==> src/rtl/qmv_pkg.sv <==
package qmv_pkg;
  localparam int WORD_W  = 16;
  localparam int IDX_W   = 10;
  localparam int IDX_LSB = 2;
  localparam int HDL_W   = IDX_W + IDX_LSB;
  localparam int PRI_LSB = 12;
  localparam int PRI_W   = 3;

  typedef logic [WORD_W-1:0] word_t;
  typedef logic [HDL_W-1:0]  hdl_t;
  typedef logic [PRI_W-1:0]  pri_t;

  localparam word_t IDX_MASK = word_t'(((1 << IDX_W) - 1) << IDX_LSB);

  typedef enum logic [4:0] {
    S_IDLE, S_RL_RD, S_RL_CK, S_ST_RD, S_ST_CK, S_WK_RD, S_WK_CK,
    S_CL_RD, S_CL_WR, S_SQ_RD, S_SQ_CK, S_DQ_RD, S_DQ_CK, S_PL_RD,
    S_PL_CK, S_TL_RD, S_TL_CK, S_SC_RD, S_SC_CK, S_LK_WR, S_PV_WR,
    S_DQ_WR, S_DONE
  } st_t;

  // index field of a word, expressed as a handle (4 * index)
  function automatic hdl_t hdl_of(word_t w);
    return {w[IDX_LSB+IDX_W-1:IDX_LSB], {IDX_LSB{1'b0}}};
  endfunction
endpackage

==> src/rtl/qmv_link_decode.sv <==
module qmv_link_decode
  import qmv_pkg::*;
(
  input  word_t word_i,
  output word_t word_o,
  output hdl_t  hdl_o,
  output pri_t  pri_o
);
  assign word_o = word_i;
  assign hdl_o  = hdl_of(word_i);
  assign pri_o  = word_i[PRI_LSB+PRI_W-1:PRI_LSB];
endmodule

==> src/rtl/qmv_field_merge.sv <==
module qmv_field_merge
  import qmv_pkg::*;
(
  input  word_t base_i,
  input  hdl_t  put_i,
  output word_t word_o
);
  word_t put_w;
  assign put_w  = word_t'(put_i);
  assign word_o = (base_i & ~IDX_MASK) | (put_w & IDX_MASK);
endmodule

==> src/rtl/qmv_seq.sv <==
module qmv_seq
  import qmv_pkg::*;
#(
  parameter int AW = 12
) (
  input  logic           clk_i,
  input  logic           rst_ni,
  input  logic           start_i,
  input  logic           src_nil_i,
  input  logic [AW-1:0]  src_q_i,
  input  logic [AW-1:0]  dst_q_i,
  input  logic [IDX_W-1:0] psb_i,
  input  word_t          rd_word_i,
  input  hdl_t           rd_hdl_i,
  input  pri_t           rd_pri_i,
  output logic           re_o,
  output logic           we_o,
  output logic [AW-1:0]  addr_o,
  output word_t          base_o,
  output hdl_t           put_o,
  output logic           busy_o,
  output logic           done_o
);
  localparam logic [AW-1:0] ONE = AW'(1);

  st_t           st;
  logic          nil_q, upd_tail;
  logic [AW-1:0] srcq, dstq;
  hdl_t          psb_h, old_nxt, prev_h, tail_h;
  word_t         prev_w, dq_w, my_lnk;
  pri_t          my_pri;
  logic [AW-1:0] psb_a, prev_a, tail_a, scan_a;
  logic          rd_is_me;

  assign psb_a    = AW'(psb_h);
  assign prev_a   = AW'(prev_h);
  assign tail_a   = AW'(tail_h);
  assign scan_a   = AW'(hdl_of(prev_w));
  assign rd_is_me = (rd_hdl_i == psb_h);
  assign busy_o   = (st != S_IDLE);
  assign done_o   = (st == S_DONE);

  always_comb begin
    re_o = 1'b0; we_o = 1'b0; addr_o = '0; base_o = '0; put_o = '0;
    unique case (st)
      S_RL_RD, S_PL_RD: begin re_o = 1'b1; addr_o = psb_a; end
      S_ST_RD, S_SQ_RD: begin re_o = 1'b1; addr_o = srcq; end
      S_WK_RD: begin re_o = 1'b1; addr_o = prev_a; end
      S_WK_CK: if (rd_is_me) begin
        we_o = 1'b1; addr_o = prev_a; base_o = rd_word_i; put_o = old_nxt;
      end
      S_CL_RD: begin re_o = 1'b1; addr_o = psb_a + ONE; end
      S_CL_WR: begin
        we_o = 1'b1; addr_o = psb_a + ONE; base_o = rd_word_i; put_o = old_nxt;
      end
      S_SQ_CK: if (rd_is_me) begin
        we_o = 1'b1; addr_o = srcq; base_o = rd_word_i; put_o = prev_h;
      end
      S_DQ_RD: begin re_o = 1'b1; addr_o = dstq; end
      S_PL_CK: if (tail_h == '0) begin
        we_o = 1'b1; addr_o = psb_a; base_o = rd_word_i; put_o = psb_h;
      end
      S_TL_RD: begin re_o = 1'b1; addr_o = tail_a; end
      S_SC_RD: begin re_o = 1'b1; addr_o = scan_a; end
      S_LK_WR: begin
        we_o = 1'b1; addr_o = psb_a; base_o = my_lnk; put_o = hdl_of(prev_w);
      end
      S_PV_WR: begin
        we_o = 1'b1; addr_o = prev_a; base_o = prev_w; put_o = psb_h;
      end
      S_DQ_WR: begin
        we_o = 1'b1; addr_o = dstq; base_o = dq_w; put_o = psb_h;
      end
      default: ;
    endcase
  end

  always_ff @(posedge clk_i or negedge rst_ni) begin
    if (!rst_ni) begin
      st <= S_IDLE; nil_q <= 1'b0; upd_tail <= 1'b0;
      srcq <= '0; dstq <= '0; psb_h <= '0; old_nxt <= '0; prev_h <= '0;
      tail_h <= '0; prev_w <= '0; dq_w <= '0; my_lnk <= '0; my_pri <= '0;
    end else begin
      unique case (st)
        S_IDLE: if (start_i) begin
          nil_q <= src_nil_i; srcq <= src_q_i; dstq <= dst_q_i;
          psb_h <= {psb_i, {IDX_LSB{1'b0}}}; upd_tail <= 1'b0; st <= S_RL_RD;
        end
        S_RL_RD: st <= S_RL_CK;
        S_RL_CK: begin
          old_nxt <= rd_hdl_i;
          if (rd_is_me) begin
            prev_h <= '0;
            st     <= nil_q ? S_CL_RD : S_SQ_RD;
          end else if (nil_q) begin
            prev_h <= psb_h; st <= S_WK_RD;   // walk around the ring from itself
          end else st <= S_ST_RD;
        end
        S_ST_RD: st <= S_ST_CK;
        S_ST_CK: begin prev_h <= rd_hdl_i; st <= S_WK_RD; end
        S_WK_RD: st <= S_WK_CK;
        S_WK_CK: if (rd_is_me) st <= nil_q ? S_CL_RD : S_SQ_RD;
                 else begin prev_h <= rd_hdl_i; st <= S_WK_RD; end
        S_CL_RD: st <= S_CL_WR;
        S_CL_WR: st <= S_DQ_RD;
        S_SQ_RD: st <= S_SQ_CK;
        S_SQ_CK: st <= S_DQ_RD;
        S_DQ_RD: st <= S_DQ_CK;
        S_DQ_CK: begin dq_w <= rd_word_i; tail_h <= rd_hdl_i; st <= S_PL_RD; end
        S_PL_RD: st <= S_PL_CK;
        S_PL_CK: begin
          my_lnk <= rd_word_i; my_pri <= rd_pri_i;
          st <= (tail_h == '0) ? S_DQ_WR : S_TL_RD;
        end
        S_TL_RD: st <= S_TL_CK;
        S_TL_CK: begin
          prev_h <= tail_h; prev_w <= rd_word_i;
          if (rd_pri_i >= my_pri) begin upd_tail <= 1'b1; st <= S_LK_WR; end
          else st <= S_SC_RD;
        end
        S_SC_RD: st <= S_SC_CK;
        S_SC_CK: if (rd_pri_i < my_pri) st <= S_LK_WR;
                 else begin prev_h <= hdl_of(prev_w); prev_w <= rd_word_i; st <= S_SC_RD; end
        S_LK_WR: st <= S_PV_WR;
        S_PV_WR: st <= upd_tail ? S_DQ_WR : S_DONE;
        S_DQ_WR: st <= S_DONE;
        S_DONE:  st <= S_IDLE;
        default: st <= S_IDLE;
      endcase
    end
  end

  logic in_ck;
  assign in_ck = (st == S_RL_CK) || (st == S_ST_CK) || (st == S_WK_CK) ||
                 (st == S_SQ_CK) || (st == S_DQ_CK) || (st == S_PL_CK) ||
                 (st == S_TL_CK) || (st == S_SC_CK) || (st == S_CL_WR);

  // read data is only consumed one cycle after its strobe
  assert_rd_before_use_R10: assert property (@(posedge clk_i) disable iff (!rst_ni)
    in_ck |-> $past(re_o));
endmodule

==> src/rtl/qmv_requeue.sv <==
module qmv_requeue
  import qmv_pkg::*;
#(
  parameter int AW = 12
) (
  input  logic              clk_i,
  input  logic              rst_ni,
  input  logic              start_i,
  input  logic              src_nil_i,
  input  logic [AW-1:0]     src_q_i,
  input  logic [AW-1:0]     dst_q_i,
  input  logic [IDX_W-1:0]  psb_i,
  output logic              busy_o,
  output logic              done_o,
  output logic              mem_re_o,
  output logic              mem_we_o,
  output logic [AW-1:0]     mem_addr_o,
  output logic [WORD_W-1:0] mem_wdata_o,
  input  logic [WORD_W-1:0] mem_rdata_i
);
  word_t rd_word, wr_base;
  hdl_t  rd_hdl, wr_put;
  pri_t  rd_pri;

  qmv_link_decode u_dec (
    .word_i(mem_rdata_i), .word_o(rd_word), .hdl_o(rd_hdl), .pri_o(rd_pri)
  );

  qmv_seq #(.AW(AW)) u_seq (
    .clk_i(clk_i), .rst_ni(rst_ni), .start_i(start_i), .src_nil_i(src_nil_i),
    .src_q_i(src_q_i), .dst_q_i(dst_q_i), .psb_i(psb_i),
    .rd_word_i(rd_word), .rd_hdl_i(rd_hdl), .rd_pri_i(rd_pri),
    .re_o(mem_re_o), .we_o(mem_we_o), .addr_o(mem_addr_o),
    .base_o(wr_base), .put_o(wr_put), .busy_o(busy_o), .done_o(done_o)
  );

  qmv_field_merge u_mrg (
    .base_i(wr_base), .put_i(wr_put), .word_o(mem_wdata_o)
  );

  assert_port_excl_R10: assert property (@(posedge clk_i) disable iff (!rst_ni)
    !(mem_re_o && mem_we_o));

  assert_done_pulse_R2: assert property (@(posedge clk_i) disable iff (!rst_ni)
    done_o |=> !done_o);

  assert_start_busy_R2: assert property (@(posedge clk_i) disable iff (!rst_ni)
    (start_i && !busy_o) |=> busy_o);

  assert_idle_quiet_R10: assert property (@(posedge clk_i) disable iff (!rst_ni)
    !busy_o |-> !(mem_re_o || mem_we_o));
endmodule

==> config.mk <==
export PLATFORM = sky130hd
export DESIGN_NAME = qmv_requeue
export DESIGN_NICKNAME = d
export VERILOG_FILES = /design/src/rtl/qmv_pkg.sv /design/src/rtl/qmv_link_decode.sv /design/src/rtl/qmv_field_merge.sv /design/src/rtl/qmv_seq.sv /design/src/rtl/qmv_requeue.sv
export SDC_FILE = /design/constraint.sdc
export NUM_CORES = 1
export LEC_CHECK = 0
export CORE_MARGIN = 3
export CORE_UTILIZATION = 54
export CTS_CLUSTER_SIZE = 28
export DETAILED_ROUTE_END_ITERATION = 6
export PLACE_DENSITY = 0.8
export SYNTH_ARGS = -nofsm -noshare
export SYNTH_HDL_FRONTEND = slang
export SYNTH_SLANG_ARGS = --single-unit
==> constraint.sdc <==
create_clock -name clk_i -period 3.25 [get_ports clk_i]
set_clock_uncertainty 0.05 [all_clocks]
set_input_delay 0.4875 -clock clk_i [delete_from_list [all_inputs] [get_ports clk_i]]
set_output_delay 0.4875 -clock clk_i [all_outputs]
set_load 0.005 [all_outputs]
Word-level counts from Yosys, hierarchy flattened

Cells that the tools add are included.

Reductions and logical operators: 20
Multiplexer cells: 33
Order comparisons: 2
$add $sub $neg: 1
Equal/unequal tests: 28
Bitwise operators: 1

Operators by type and width:

| cell                                                | number |
|---|---|
| case mux 12 bit (10 select lines)                   | 1 |
| case mux 5 bit (21 select lines)                    | 1 |
| two-way mux 12 bit                                  | 8 |
| case mux 16 bit (6 select lines)                    | 1 |
| case mux 12 bit (6 select lines)                    | 1 |
| case mux 12 bit (5 select lines)                    | 1 |
| two-way mux 16 bit                                  | 3 |
| equality test 5 x 4 -> 1 bit, second input constant | 8 |
| equality test 5 bit, second input constant          | 7 |
| case mux 16 bit (2 select lines)                    | 1 |
| equality test 5 x 3 -> 1 bit, second input constant | 4 |
| two-way mux 5 bit                                   | 4 |
| OR 16 x 12 -> 16 bit                                | 1 |
| OR reduction 2 bit                                  | 7 |
| adder 12 x 1 -> 12 bit, second input constant       | 1 |
| zero test 12 bit                                    | 1 |
| equality test 10 bit                                | 1 |
| equality test 5 x 2 -> 1 bit, second input constant | 2 |
| nonzero test 5 bit                                  | 2 |
| OR reduction 9 bit                                  | 1 |
| two-way mux 2 bit                                   | 3 |
| != test 2 bit, second input constant                | 3 |
| equality test 5 x 1 -> 1 bit, second input constant | 1 |
| zero test 5 bit                                     | 1 |
| 15 further kinds                                    | 21 |

Flip-flop bits (word level): 124
Output and inout port bits: 32
Word-level logic and storage cells: 98
Input bits: 54

Longest topological paths before layout

Gate-level depths: netlist of run 1.

Depth after elaboration: 4
Mapped depth: 10

Hierarchy

From an unflattened synthesis of run 1, not the netlist that was laid out.

Cells, all modules: 749
Area total of the unflattened synthesis: 7,512.2 um^2

By module, submodules not included:

| module          | area an instance (um^2) | seq. area each (um^2) | cells each | times used |
|---|---|---|---|---|
| qmv_seq         | 7,155.6                 | 3,203.1               | 701        | 1 |
| qmv_link_decode | 236.5                   | 0.0                   | 32         | 1 |
| qmv_field_merge | 120.1                   | 0.0                   | 16         | 1 |

Least setup slack after synthesis of run 1

No wires, ideal clock.

Path type: input port to output port
Start: in mem_rdata_i[8]
End: out mem_wdata_o[10]
Setup slack: 674 ps
Buffers on the path: 0
Stages: 5
Arrival time: 2,038 ps
Cells stage by stage: xor2_1 nor4_1 nand4_2 o41ai_4 a221o_1

Cells in the longest elaborated chain, start to end: 4
Elaborated cells on any way between the ends: 5
Classes of those cells: 1 x eq/ne; 3 x mux; 1 x bitwise

Ends and longest elaborated chain:

| element                                      | RTL line                     | RTL |
|---|---|---|
| from (decl)                                  | qmv_requeue.sv:19            | `input logic [WORD_W-1:0] mem_rdata_i` |
| equality test 10 bit (*)                     | qmv_seq.sv:39                | `assign rd_is_me = (rd_hdl_i == psb_h);` |
| two-way mux 12 bit, on equally long branches | qmv_seq.sv:56, qmv_seq.sv:49 |  |
| case mux 12 bit (6 select lines) (*)         | qmv_seq.sv:45                | `unique case (st)` |
| OR 16 x 12 -> 16 bit (*)                     | qmv_field_merge.sv:10        | `assign word_o = (base_i & ~IDX_MASK) \| (put_w & IDX_MASK);` |
| to (decl)                                    | qmv_requeue.sv:18            | `output logic [WORD_W-1:0] mem_wdata_o,` |

Mark *: on every way between the ends. The rest lies on a longest branch, timed or not.

Worst setup path in the final report of run 1

Start: reg u_seq.psb_h[6] (netlist: u_seq.psb_a[6])
End: out mem_addr_o[10]

Cells in the longest elaborated chain, start to end: 3
Elaborated cells on any way between the ends: 5
Classes of those cells: 1 x add/sub; 1 x eq/ne; 3 x mux

Ends and longest elaborated chain:

| element                                                                        | RTL line          | RTL |
|---|---|---|
| from (decl)                                                                    | qmv_seq.sv:29     | `hdl_t psb_h, old_nxt, prev_h, tail_h;` |
| from (signal assigned)                                                         | qmv_seq.sv:81     | `srcq <= '0; dstq <= '0; psb_h <= '0; old_nxt <= '0; prev_h <= '0;` |
| from (signal assigned)                                                         | qmv_seq.sv:87     | `psb_h <= {psb_i, {IDX_LSB{1'b0}}}; upd_tail <= 1'b0; st <= S_RL_RD;` |
| parallel branches: the longest is 2 deep, another holds adder 12 x 1 -> 12 bit | -                 |  |
| case mux 12 bit (10 select lines) (*)                                          | qmv_seq.sv:45     |  |
| to (decl)                                                                      | qmv_requeue.sv:17 | `output logic [AW-1:0] mem_addr_o,` |

Every way passes the cells marked *.

==> results of run 1 <==
[per-stage QoR]
step                hold slack [ps]  total power (W)   util  worst slack, ps  TNS, ps
floorplan                       142          0.00408      -              674        0
global placement                415          0.00539  0.714             -494   -11130
detailed placement              426          0.00551  0.714             -531   -12810
CTS                            68.0          0.00624  0.746           -0.549   -0.549
global route                   96.0          0.00667  0.744            -78.9     -237
finish                         52.5          0.00630  0.744             25.1        0
[area by class of cell]
class,instances,area [um2]
Clock buffer,9,124
Clock inverter,6,42.5
Fill cell,662,2410
Inverter,36,135
Multi-Input combinational cell,321,2750
Sequential cell,99,2480
Tap cell,129,161
Timing Repair Buffer,152,1310
[sequential cells by signal, indices dropped and copies added, names as in the netlist]
signal	flops
u_seq.srcq	12
u_seq.dstq	12
u_seq.prev_a	10
u_seq.psb_a	10
u_seq.prev_w	16
u_seq.upd_tail	1
u_seq.old_nxt	10
u_seq.st	5
u_seq.nil_q	1
u_seq.dq_w	16
u_seq.my_lnk	6
[worst max-delay path by stage]
stage	cells past startpoint	from	to
after floorplan	5	mem_rdata_i[8]	mem_wdata_o[10]
after global placement	9	mem_rdata_i[9]	mem_wdata_o[0]
after detailed placement	9	mem_rdata_i[4]	mem_wdata_o[0]
after CTS	9	u_seq.psb_a[6]$_DFFE_PN0P_	mem_addr_o[3]
after global routing	9	u_seq.psb_a[6]$_DFFE_PN0P_	mem_addr_o[10]
final	9	u_seq.psb_a[6]$_DFFE_PN0P_	mem_addr_o[10]
[repair_timing]
| action | in CTS | in global routing |
|---|---|---|
| setup buffers | 9 | 0 |
| endpoints found under the setup margin | 29 | 32 |
| pin swaps | 9 | 8 |
| resized for setup | 62 | 52 |
[report_power, final]
| group | switching (W) | internal [W] | total (W) |
|---|---|---|---|
| sequential | 0.000578 | 0.00186 | 0.00244 |
| combinational | 0.00157 | 0.00157 | 0.00314 |
| clock | 0.000436 | 0.000277 | 0.000712 |
| total | 0.00258 | 0.00371 | 0.00630 |
[synth_stat cells (5+ instances only)]
master    number  area, um2
nor2b_1        7       43.8
nor2_1        13       48.8
o221ai_1      11       96.3
a22o_1        10       87.6
nand2b_1       7       43.8
a21oi_1        5       25.0
a222oi_1      26        260
inv_1         36        135
nand3_1        6       30.0
mux2i_1       10        100
ha_1           5       62.6
nor4_1         6       37.5
nand2_1       30        113
dfrtp_1       99       2480
buf_2          6       30.0
a221o_1       10        100
mux2_2        75        845
clkbuf_1      16       60.1
xor2_1         8       70.1
a21boi_0      21        158
o21ai_0       27        135
nor3_1         7       35.0
[cells by family after synthesis]
| logic type | Yosys count | share of synthesized area |
|---|---|---|
| AO/OA/AOI/OAI | 130 | 0.196 |
| XOR/XNOR | 11 | 0.0180 |
| adder cells (fa/ha/maj) | 5 | 0.0117 |
| buffers and inverters | 62 | 0.0456 |
| flip-flops | 99 | 0.463 |
| multiplexers | 85 | 0.177 |
| AND/OR/NAND/NOR | 90 | 0.0889 |
[metal layers]
layer,GRT usage,share of wire
met3,0.0588,0.083
met4,0.0907,0.023
met2,0.488,0.49
met1,0.393,0.40
met5,0,0
[layout by cell type, fill, tap and decap left out, types with 9 or more instances in the layout]
cell type         n
a21boi_0         20
a221o_1          10
a222oi_1         26
a22o_1           10
buf_4            58
clkbuf_2         14
clkbuf_8          9
clkdlybuf4s50_1  48
dfrtp_1          95
dlygate4sd2_1    11
inv_1            36
mux2_2           75
mux2i_1          10
nand2_1          30
nor2_1           11
o21ai_0          25
==> impl_metrics.csv, run 1 <==
group,metric,value,unit
status,status,"finished, violations left",
status,violations,"design-rule violations",
clock_tree,cts_root_buf,"clkbuf_8",
floorplanning,core,9420,um2
worst_setup_path,cpMaxStageDelayCell,"dfrtp_1",
clock_tree,cts-hold-fix-buffers,0,
floorplanning,die_x,106,um
worst_setup_path,r2r_cells,7,
yosys,yosys_warnings,0,
flow_run,drv_cap,0,
clock_tree,clkSinkCount,99,
yosys,synthesis.area,5350,um2
grt,overflow,0,
drt,dr.pass1.iters,7,
cells_and_area,syn_to_final_growth,30.9,%
drt,finalWirelength,16300,um
cells_and_area,final_area,7000,um2
grt,grt_pass1_wl,25500,um
sta,slew_viol_final,0,
worst_setup_path,start_kind,"flop",
worst_setup_path,cp_max_fo,4,
yosys,synth_edf_count,0,
worst_setup_path,worstSetupEndpointType,"output port",
worst_setup_path,critical_path.cell_chain,"xor2_2 > nor4_2 > nand4_2 > buf_6 > nor4_4 > a311oi_2 > buf_4 > o221ai_1 > clkdlybuf4s15_1",
yosys,yosysSeqAreaShare,0.463,
floorplanning,io_pins,86,
sta,fmax,310,MHz
floorplanning,die_y,106,um
worst_setup_path,worstPathRequired,2710,ps
grt,antenna_found_initial,0,
worst_setup_path,critPathBufInv,3,
drt,via_per_inst,6.25,
place,dp_cells,728,
min_path,hold_class,"primary input to async pin",
grt,grt_max_degree,57,
drt,drt-initial-drc-count,543,
floorplanning,rows,35,
cells_and_area,nNetsFinal,678,
clock_tree,cts.path.max_buffers,2,
sta,finalCritPeriodShare,0.992,
power_and_ir_drop,p_per_area,899,nW/um2
sta,period_needed,3220,ps
sta,rsz0062_at_grt,"true",
sta,hold_viol_final,0,
cells_and_area,stdcell_count,752,
place,io_buffers,85,
drt,wl_per_cell,21.7,um
clock_tree,h-tree-depth,3,
sta,setup_viol,0,
yosys,netlist_instances,482,
yosys,synth_cell_types,50,
worst_setup_path,reg2reg_to,"u_seq.prev_a[2]$_DFFE_PN0P_",
yosys,syn_nets,541,
sta,slew_headroom,0.435,
worst_setup_path,r2r-start,"u_seq.st[4]$_DFFE_PN0P_",
clock_tree,clk_latency,370,ps
clock_tree,clk_pin_slew,100,ps
clock_tree,cts_buffers,9,
power_and_ir_drop,p_leak,3.16,nW
grt,grt_pass1_vias,4731,
yosys,ys_ff_latch,99,
cells_and_area,drive_above_1_share,0.329,
drt,postRouteAntennaNets,0,
drt,num_vias,4698,
grt,track_usage,0.295,
place,place_congestion,0.991,
yosys,synth-main-ff-cell,"dfrtp_1",
power_and_ir_drop,vdd_ir_drop_max,0.462,mV
clock_tree,tritoncts,"yes",
floorplanning,start_util,0.568,
worst_setup_path,arrival,2690,ps
yosys,syn_avg_cell_area,11.1,um2
place,post_dp_cell_area,6720,um2
floorplanning,die_area,11100,um2
yosys,async_reset_ff_frac,1.00,
worst_setup_path,crit_family,"simple AND/OR/NAND/NOR gates",
worst_setup_path,ff2ff_setup_slack,260,ps
sta,worstMarginPinSlew,847,ps
worst_setup_path,crit_type,"flop to output port",
cells_and_area,antennaDiodeCount,0,
drt,drc,12,
place,dp_hpwl,11200,um
worst_setup_path,max_stage_delay,420,ps
Power figures use the tool's default switching activity.
==> inputs of run 2 (changes only) <==
PLACE_DENSITY = 0.91   (was 0.8)
SLEW_MARGIN = 10   (was unset)
==> run 2 against run 1 <==
  * The run still ends with design-rule violations left
  * Global-route usage is 0.67 points higher
  * Hold slack improved by 100 ps
  * Maximum frequency fell by 0.50%
  * Highest routed layer unchanged
  * Final cell count grew 1.1%
==> impl_metrics.csv, run 2 (same netlist as run 1, synthesis figures left out) <==
group,metric,value,unit
floorplanning,die_x,106,um
cells_and_area,nFillCells,578,
worst_setup_path,worstPathRequired,2710,ps
clock_tree,clk_pin_slew,100,ps
drt,dr.pass1.iters,7,
grt,grt_max_degree,66,
place,dp_cells,728,
place,place_congestion,1.03,
cells_and_area,reg_top3,"u_seq.dq_w x16, u_seq.prev_w x16",
worst_setup_path,start_kind,"primary input",
sta,fin_tns_setup,0,ps
drt,drt-initial-drc-count,761,
sta,slew_viol_final,0,
floorplanning,die_area,11100,um2
worst_setup_path,crit_type,"primary input to output port",
clock_tree,cts.path.max_buffers,2,
sta,period_needed,3240,ps
flow_run,drv_cap,0,
drt,num_vias,4844,
grt,grt_pass1_vias,5102,
floorplanning,die_y,106,um
grt,track_usage,0.302,
sta,finalCritPeriodShare,0.997,
clock_tree,clk_latency,390,ps
grt,overflow,0,
sta,rsz0062_at_grt,"true",
worst_setup_path,ff2ff_setup_slack,650,ps
drt,postRouteAntennaNets,0,
worst_setup_path,r2r_cells,11,
grt,antenna_found_initial,0,
cells_and_area,final_cell_mix,"dfrtp_1, mux2_2, buf_4, clkdlybuf4s50_1, inv_1",
cells_and_area,final_common_cell,"dfrtp_1",
worst_setup_path,reg2reg_to,"u_seq.st[1]$_DFFE_PN0P_",
drt,via_per_inst,6.37,
power_and_ir_drop,vdd_ir_drop_max,0.482,mV
place,dp_hpwl,11200,um
cells_and_area,drive_above_1_share,0.347,
cells_and_area,antennaDiodeCount,0,
drt,drc,8,
status,violations,"design-rule violations",
sta,worstMarginPinSlew,855,ps
clock_tree,cts_root_buf,"clkbuf_8",
power_and_ir_drop,p_per_area,925,nW/um2
sta,fmax,309,MHz
power_and_ir_drop,p_leak,3.21,nW
worst_setup_path,worstSetupEndpointType,"output port",
floorplanning,core,9420,um2
cells_and_area,syn_to_final_growth,34.0,%
clock_tree,clkSinkCount,99,
worst_setup_path,r2r-start,"u_seq.psb_a[4]$_DFFE_PN0P_",
clock_tree,h-tree-depth,3,
floorplanning,io_pins,86,
min_path,hold_class,"primary input to async pin",
clock_tree,cts_buffers,9,
floorplanning,start_util,0.568,
sta,setup_viol,0,
worst_setup_path,cp_max_fo,6,
status,status,"finished, violations left",
worst_setup_path,arrival,2700,ps
sta,slew_headroom,0.430,
cells_and_area,stdcell_count,760,
sta,hold_viol_final,0,
grt,grt_pass1_wl,26400,um
place,io_buffers,85,
cells_and_area,nNetsFinal,686,
clock_tree,tritoncts,"yes",
drt,wl_per_cell,22.3,um
floorplanning,rows,35,
drt,finalWirelength,16900,um
run 2: cell types whose count changed in the layout (fill, tap and decap cells not counted), sizes merged:
cell / change
bufinv: +2
buf: +15
clkdlybuf4s50: -1
clkinv: -1
clkdlybuf4s15: +1
dlygate4sd2: +2
clkbuf: -6
dlymetal6s2s: -3
clkinvlp: -1
run 2: critical path: stages:
cell,delay [ps]
dlygate4sd2_1,300
xor2_1,200
nor4_2,330
nand4_2,250
buf_4,220
nor4_4,270
a311oi_2,120
buf_6,200
o221ai_2,180
buf_2,150
run 2: how the worst max path moves through the flow:
stage                            endpoint  slack, ps  cells after the start                       start
after floorplan           mem_wdata_o[10]        670                      5              mem_rdata_i[8]
after global placement     mem_wdata_o[0]       -530                      9              mem_rdata_i[9]
after detailed placement    mem_addr_o[6]       -600                     10              mem_rdata_i[8]
after CTS                   mem_addr_o[4]        -10                     10  u_seq.psb_a[6]$_DFFE_PN0P_
after global routing        mem_addr_o[6]        -90                     10  u_seq.psb_a[9]$_DFFE_PN0P_
final                       mem_addr_o[3]          9                     10              mem_rdata_i[8]
run 2: what timing repair did:
action | 4_1_cts | 5_1_grt
hold endpoints to repair | 0 | 0
pin swaps | 7 | 9
setup buffers | 11 | 9
endpoints found under the setup margin | 29 | 26
hold buffers | 0 | 0
resized for setup | 95 | 45
run 2: layer usage:
metal,up-vias,track usage,share of wire
met5,-,0,0
met4,0,0.131,0.032
met3,54,0.0839,0.10
met2,319,0.483,0.48
met1,2360,0.384,0.38
li1,2111,-,-
run 2: final cells by class:
| cell class | instances | area, um2 | area share |
|---|---|---|---|
| Tap cell | 129 | 161 | 0.0225 |
| Clock buffer | 9 | 124 | 0.0173 |
| Inverter | 36 | 135 | 0.0189 |
| Multi-Input combinational cell | 321 | 2810 | 0.391 |
| Clock inverter | 6 | 90.1 | 0.0126 |
| Timing Repair Buffer | 160 | 1370 | 0.191 |
| Sequential cell | 99 | 2480 | 0.346 |
run 2: metrics by stage:
stage / cell area (um2) / setup WS, ps / hold WS [ps] / total power [W] / utilization
6_report: 7170 / 8.86 / 157 / 0.00663 / 0.761
5_1_grt: 7170 / -85.7 / 202 / 0.00700 / 0.761
4_1_cts: 7050 / -14.3 / 184 / 0.00642 / 0.749
3_5_place_dp: 6720 / -597 / 421 / 0.00549 / 0.714
3_3_place_gp: 6720 / -534 / 412 / 0.00535 / 0.714
2_1_floorplan: 5350 / 674 / 142 / 0.00408 / -
run 2: power breakdown:
part / internal (W) / total (W) / switching [W]
clock: 0.000433 / 0.000873 / 0.000440
sequential: 0.00186 / 0.00238 / 0.000522
combinational: 0.00164 / 0.00337 / 0.00173
total: 0.00393 / 0.00663 / 0.00270
==> inputs of run 3 (changes only) <==
CORE_UTILIZATION = 55   (was 54)
PLACE_DENSITY = 0.93   (was 0.91)
clock period = 3.9 ns   (was 3.25 ns; I/O delays follow)
==> run 3 against run 2 <==
  * The run still ends with design-rule violations left
  * Flip-flop and latch count did not move
  * Core utilization fell by 3.6 points
  * Clock power decreased by 30%
  * Non-clock buffer count down 41
  * Global-route usage fell by 0.87 points
  * Sequential share of layout area grew 2.1 points
  * Design area down 5.7%
  * Final cell count is 5.5% lower
  * Count of clock-buffer cells in the layout is 2 higher
  * Combinational power down 28%
  * Critical path type unchanged
==> impl_metrics.csv, run 3 (same netlist as run 1, synthesis figures left out) <==
group,metric,value,unit
status,status,"finished, violations left",
status,violations,"design-rule violations",
worst_setup_path,arrival,3190,ps
clock_tree,cts_buffers,9,
power_and_ir_drop,p_sw_frac,0.402,
grt,antenna_found_initial,1,
cells_and_area,drive_above_1_share,0.243,
grt,grt_pass1_wl,25200,um
drt,wl_per_cell,21.7,um
power_and_ir_drop,p_per_area,754,nW/um2
sta,period_needed,3830,ps
sta,worst_slack,71.8,ps
floorplanning,start_util,0.573,
power_and_ir_drop,p_int,0.00305,W
grt,grt_use_met1,0.382,
worst_setup_path,worstPathRequired,3260,ps
cells_and_area,final_util,0.725,
place,io_buffers,85,
floorplanning,die_y,105,um
worst_setup_path,crit_type,"primary input to output port",
floorplanning,die_x,105,um
grt,track_usage,0.293,
clock_tree,tritoncts,"yes",
power_and_ir_drop,pwr-share-clk,0.120,
worst_setup_path,cp_max_fo,8,
clock_tree,cts-hold-fix-buffers,0,
sta,finalCritPeriodShare,0.982,
worst_setup_path,start_kind,"primary input",
worst_setup_path,r2r-start,"u_seq.st[0]$_DFFE_PN0P_",
cells_and_area,reg_top3,"u_seq.dq_w x16, u_seq.prev_w x16",
clock_tree,cts_root_buf,"clkbuf_8",
floorplanning,core,9330,um2
power_and_ir_drop,p_leak,2.93,nW
place,dp_hpwl,11000,um
sta,setup_viol,0,
floorplanning,io_pins,86,
clock_tree,clkSinkCount,99,
min_path,hold_class,"primary input to async pin",
cells_and_area,syn_to_final_growth,26.4,%
cells_and_area,nFillCells,635,
clock_tree,clk_pin_slew,80,ps
drt,postRouteAntennaNets,0,
power_and_ir_drop,vdd_ir_drop_max,0.356,mV
drt,num_vias,4685,
sta,slew_viol_final,0,
cells_and_area,antennaDiodeCount,0,
cells_and_area,nNetsFinal,645,
worst_setup_path,reg2reg_to,"u_seq.srcq[4]$_DFFE_PN0P_",
grt,use_met2,0.478,
cells_and_area,final_common_cell,"dfrtp_1",
power_and_ir_drop,power_frac_comb,0.473,
grt,grt_max_degree,58,
cells_and_area,stdcell_count,718,
grt,use_met3,0.0729,
floorplanning,rows,35,
clock_tree,h-tree-depth,3,
sta,fin_tns_setup,0,ps
drt,drc,20,
place,place_congestion,0.940,
worst_setup_path,ff2ff_setup_slack,880,ps
cells_and_area,final_cell_mix,"dfrtp_1, clkdlybuf4s50_1, mux2_2, inv_1, buf_4",
worst_setup_path,worstSetupEndpointType,"output port",
grt,grt_pass1_vias,4778,
clock_tree,clk_latency,380,ps
power_and_ir_drop,pwr-share-seq,0.407,
sta,slew_headroom,0.465,
power_and_ir_drop,power_switching,0.00205,W
sta,worstMarginPinSlew,796,ps
flow_run,drv_cap,0,
place,dp_cells,703,
drt,drt-initial-drc-count,549,
sta,hold_viol_final,0,
grt,overflow,0,
drt,dr.pass1.iters,7,
drt,finalWirelength,15600,um
drt,via_per_inst,6.53,
clock_tree,cts.path.max_buffers,2,
worst_setup_path,r2r_cells,5,
place,preCtsSetupSlack,-143,ps
floorplanning,die_area,10900,um2
grt,gr-max-usage-layer,"met2",
sta,fmax,261,MHz
## run 3: through the flow
step                      total power [W]  hold slack, ps  area (um2)
after floorplan                   0.00340             239        5350
after global placement            0.00425             415        6510
after detailed placement          0.00440             422        6510
after CTS                         0.00502             221        6690
after global routing              0.00543             229        6760
final                             0.00510             201        6760
## run 3: final cells by class
class | count | area (um2) | area share
clock inverter | 3 | 23.8 | 0.00352
multi-input combinational | 321 | 2680 | 0.396
sequential | 99 | 2480 | 0.367
clock buffer | 11 | 151 | 0.0224
timing repair buffer | 119 | 1130 | 0.167
inverter | 36 | 135 | 0.0200
tap | 129 | 161 | 0.0239
## run 3: power groups by stage
stage	Sequential [W]	Clock (W)	Combinational [W]
finish	0.00208	0.000610	0.00241
global route	0.00215	0.000665	0.00261
CTS	0.00204	0.000619	0.00236
detailed placement	0.00205	0	0.00235
global placement	0.00201	0	0.00224
floorplan	0.00184	0	0.00156
## run 3: worst max-delay path by stage
| stage | to | from |
|---|---|---|
| final | mem_wdata_o[4] | mem_rdata_i[3] |
| after global routing | mem_wdata_o[4] | mem_rdata_i[11] |
| after CTS | mem_addr_o[3] | mem_rdata_i[4] |
| after global placement | mem_wdata_o[7] | mem_rdata_i[9] |
| after floorplan | mem_wdata_o[10] | mem_rdata_i[8] |
| after detailed placement | mem_wdata_o[12] | mem_rdata_i[9] |
## run 3: routing by layer
| metal | routed length [um] | share of wire | up-vias |
|---|---|---|---|
| li1 | - | - | 2031 |
| met1 | 5980 | 0.38 | 2334 |
| met2 | 7680 | 0.49 | 276 |
| met3 | 1490 | 0.096 | 42 |
| met4 | 416 | 0.027 | 2 |
| met5 | 7 | 0.00045 | - |
## run 3: what timing repair did
item                                    4_1_cts  5_1_grt
pin swaps                                     1        4
endpoints found under the setup margin       27       27
buffers inserted                              0        1
resized for setup                             1       18
## run 3: critical path, stage by stage
cell	delay (ps)
clkdlybuf4s50_1	460
xor2_1	200
nor4_2	320
nand4_2	170
buf_6	190
o41ai_4	370
buf_6	190
a221o_1	190
clkdlybuf4s50_1	510
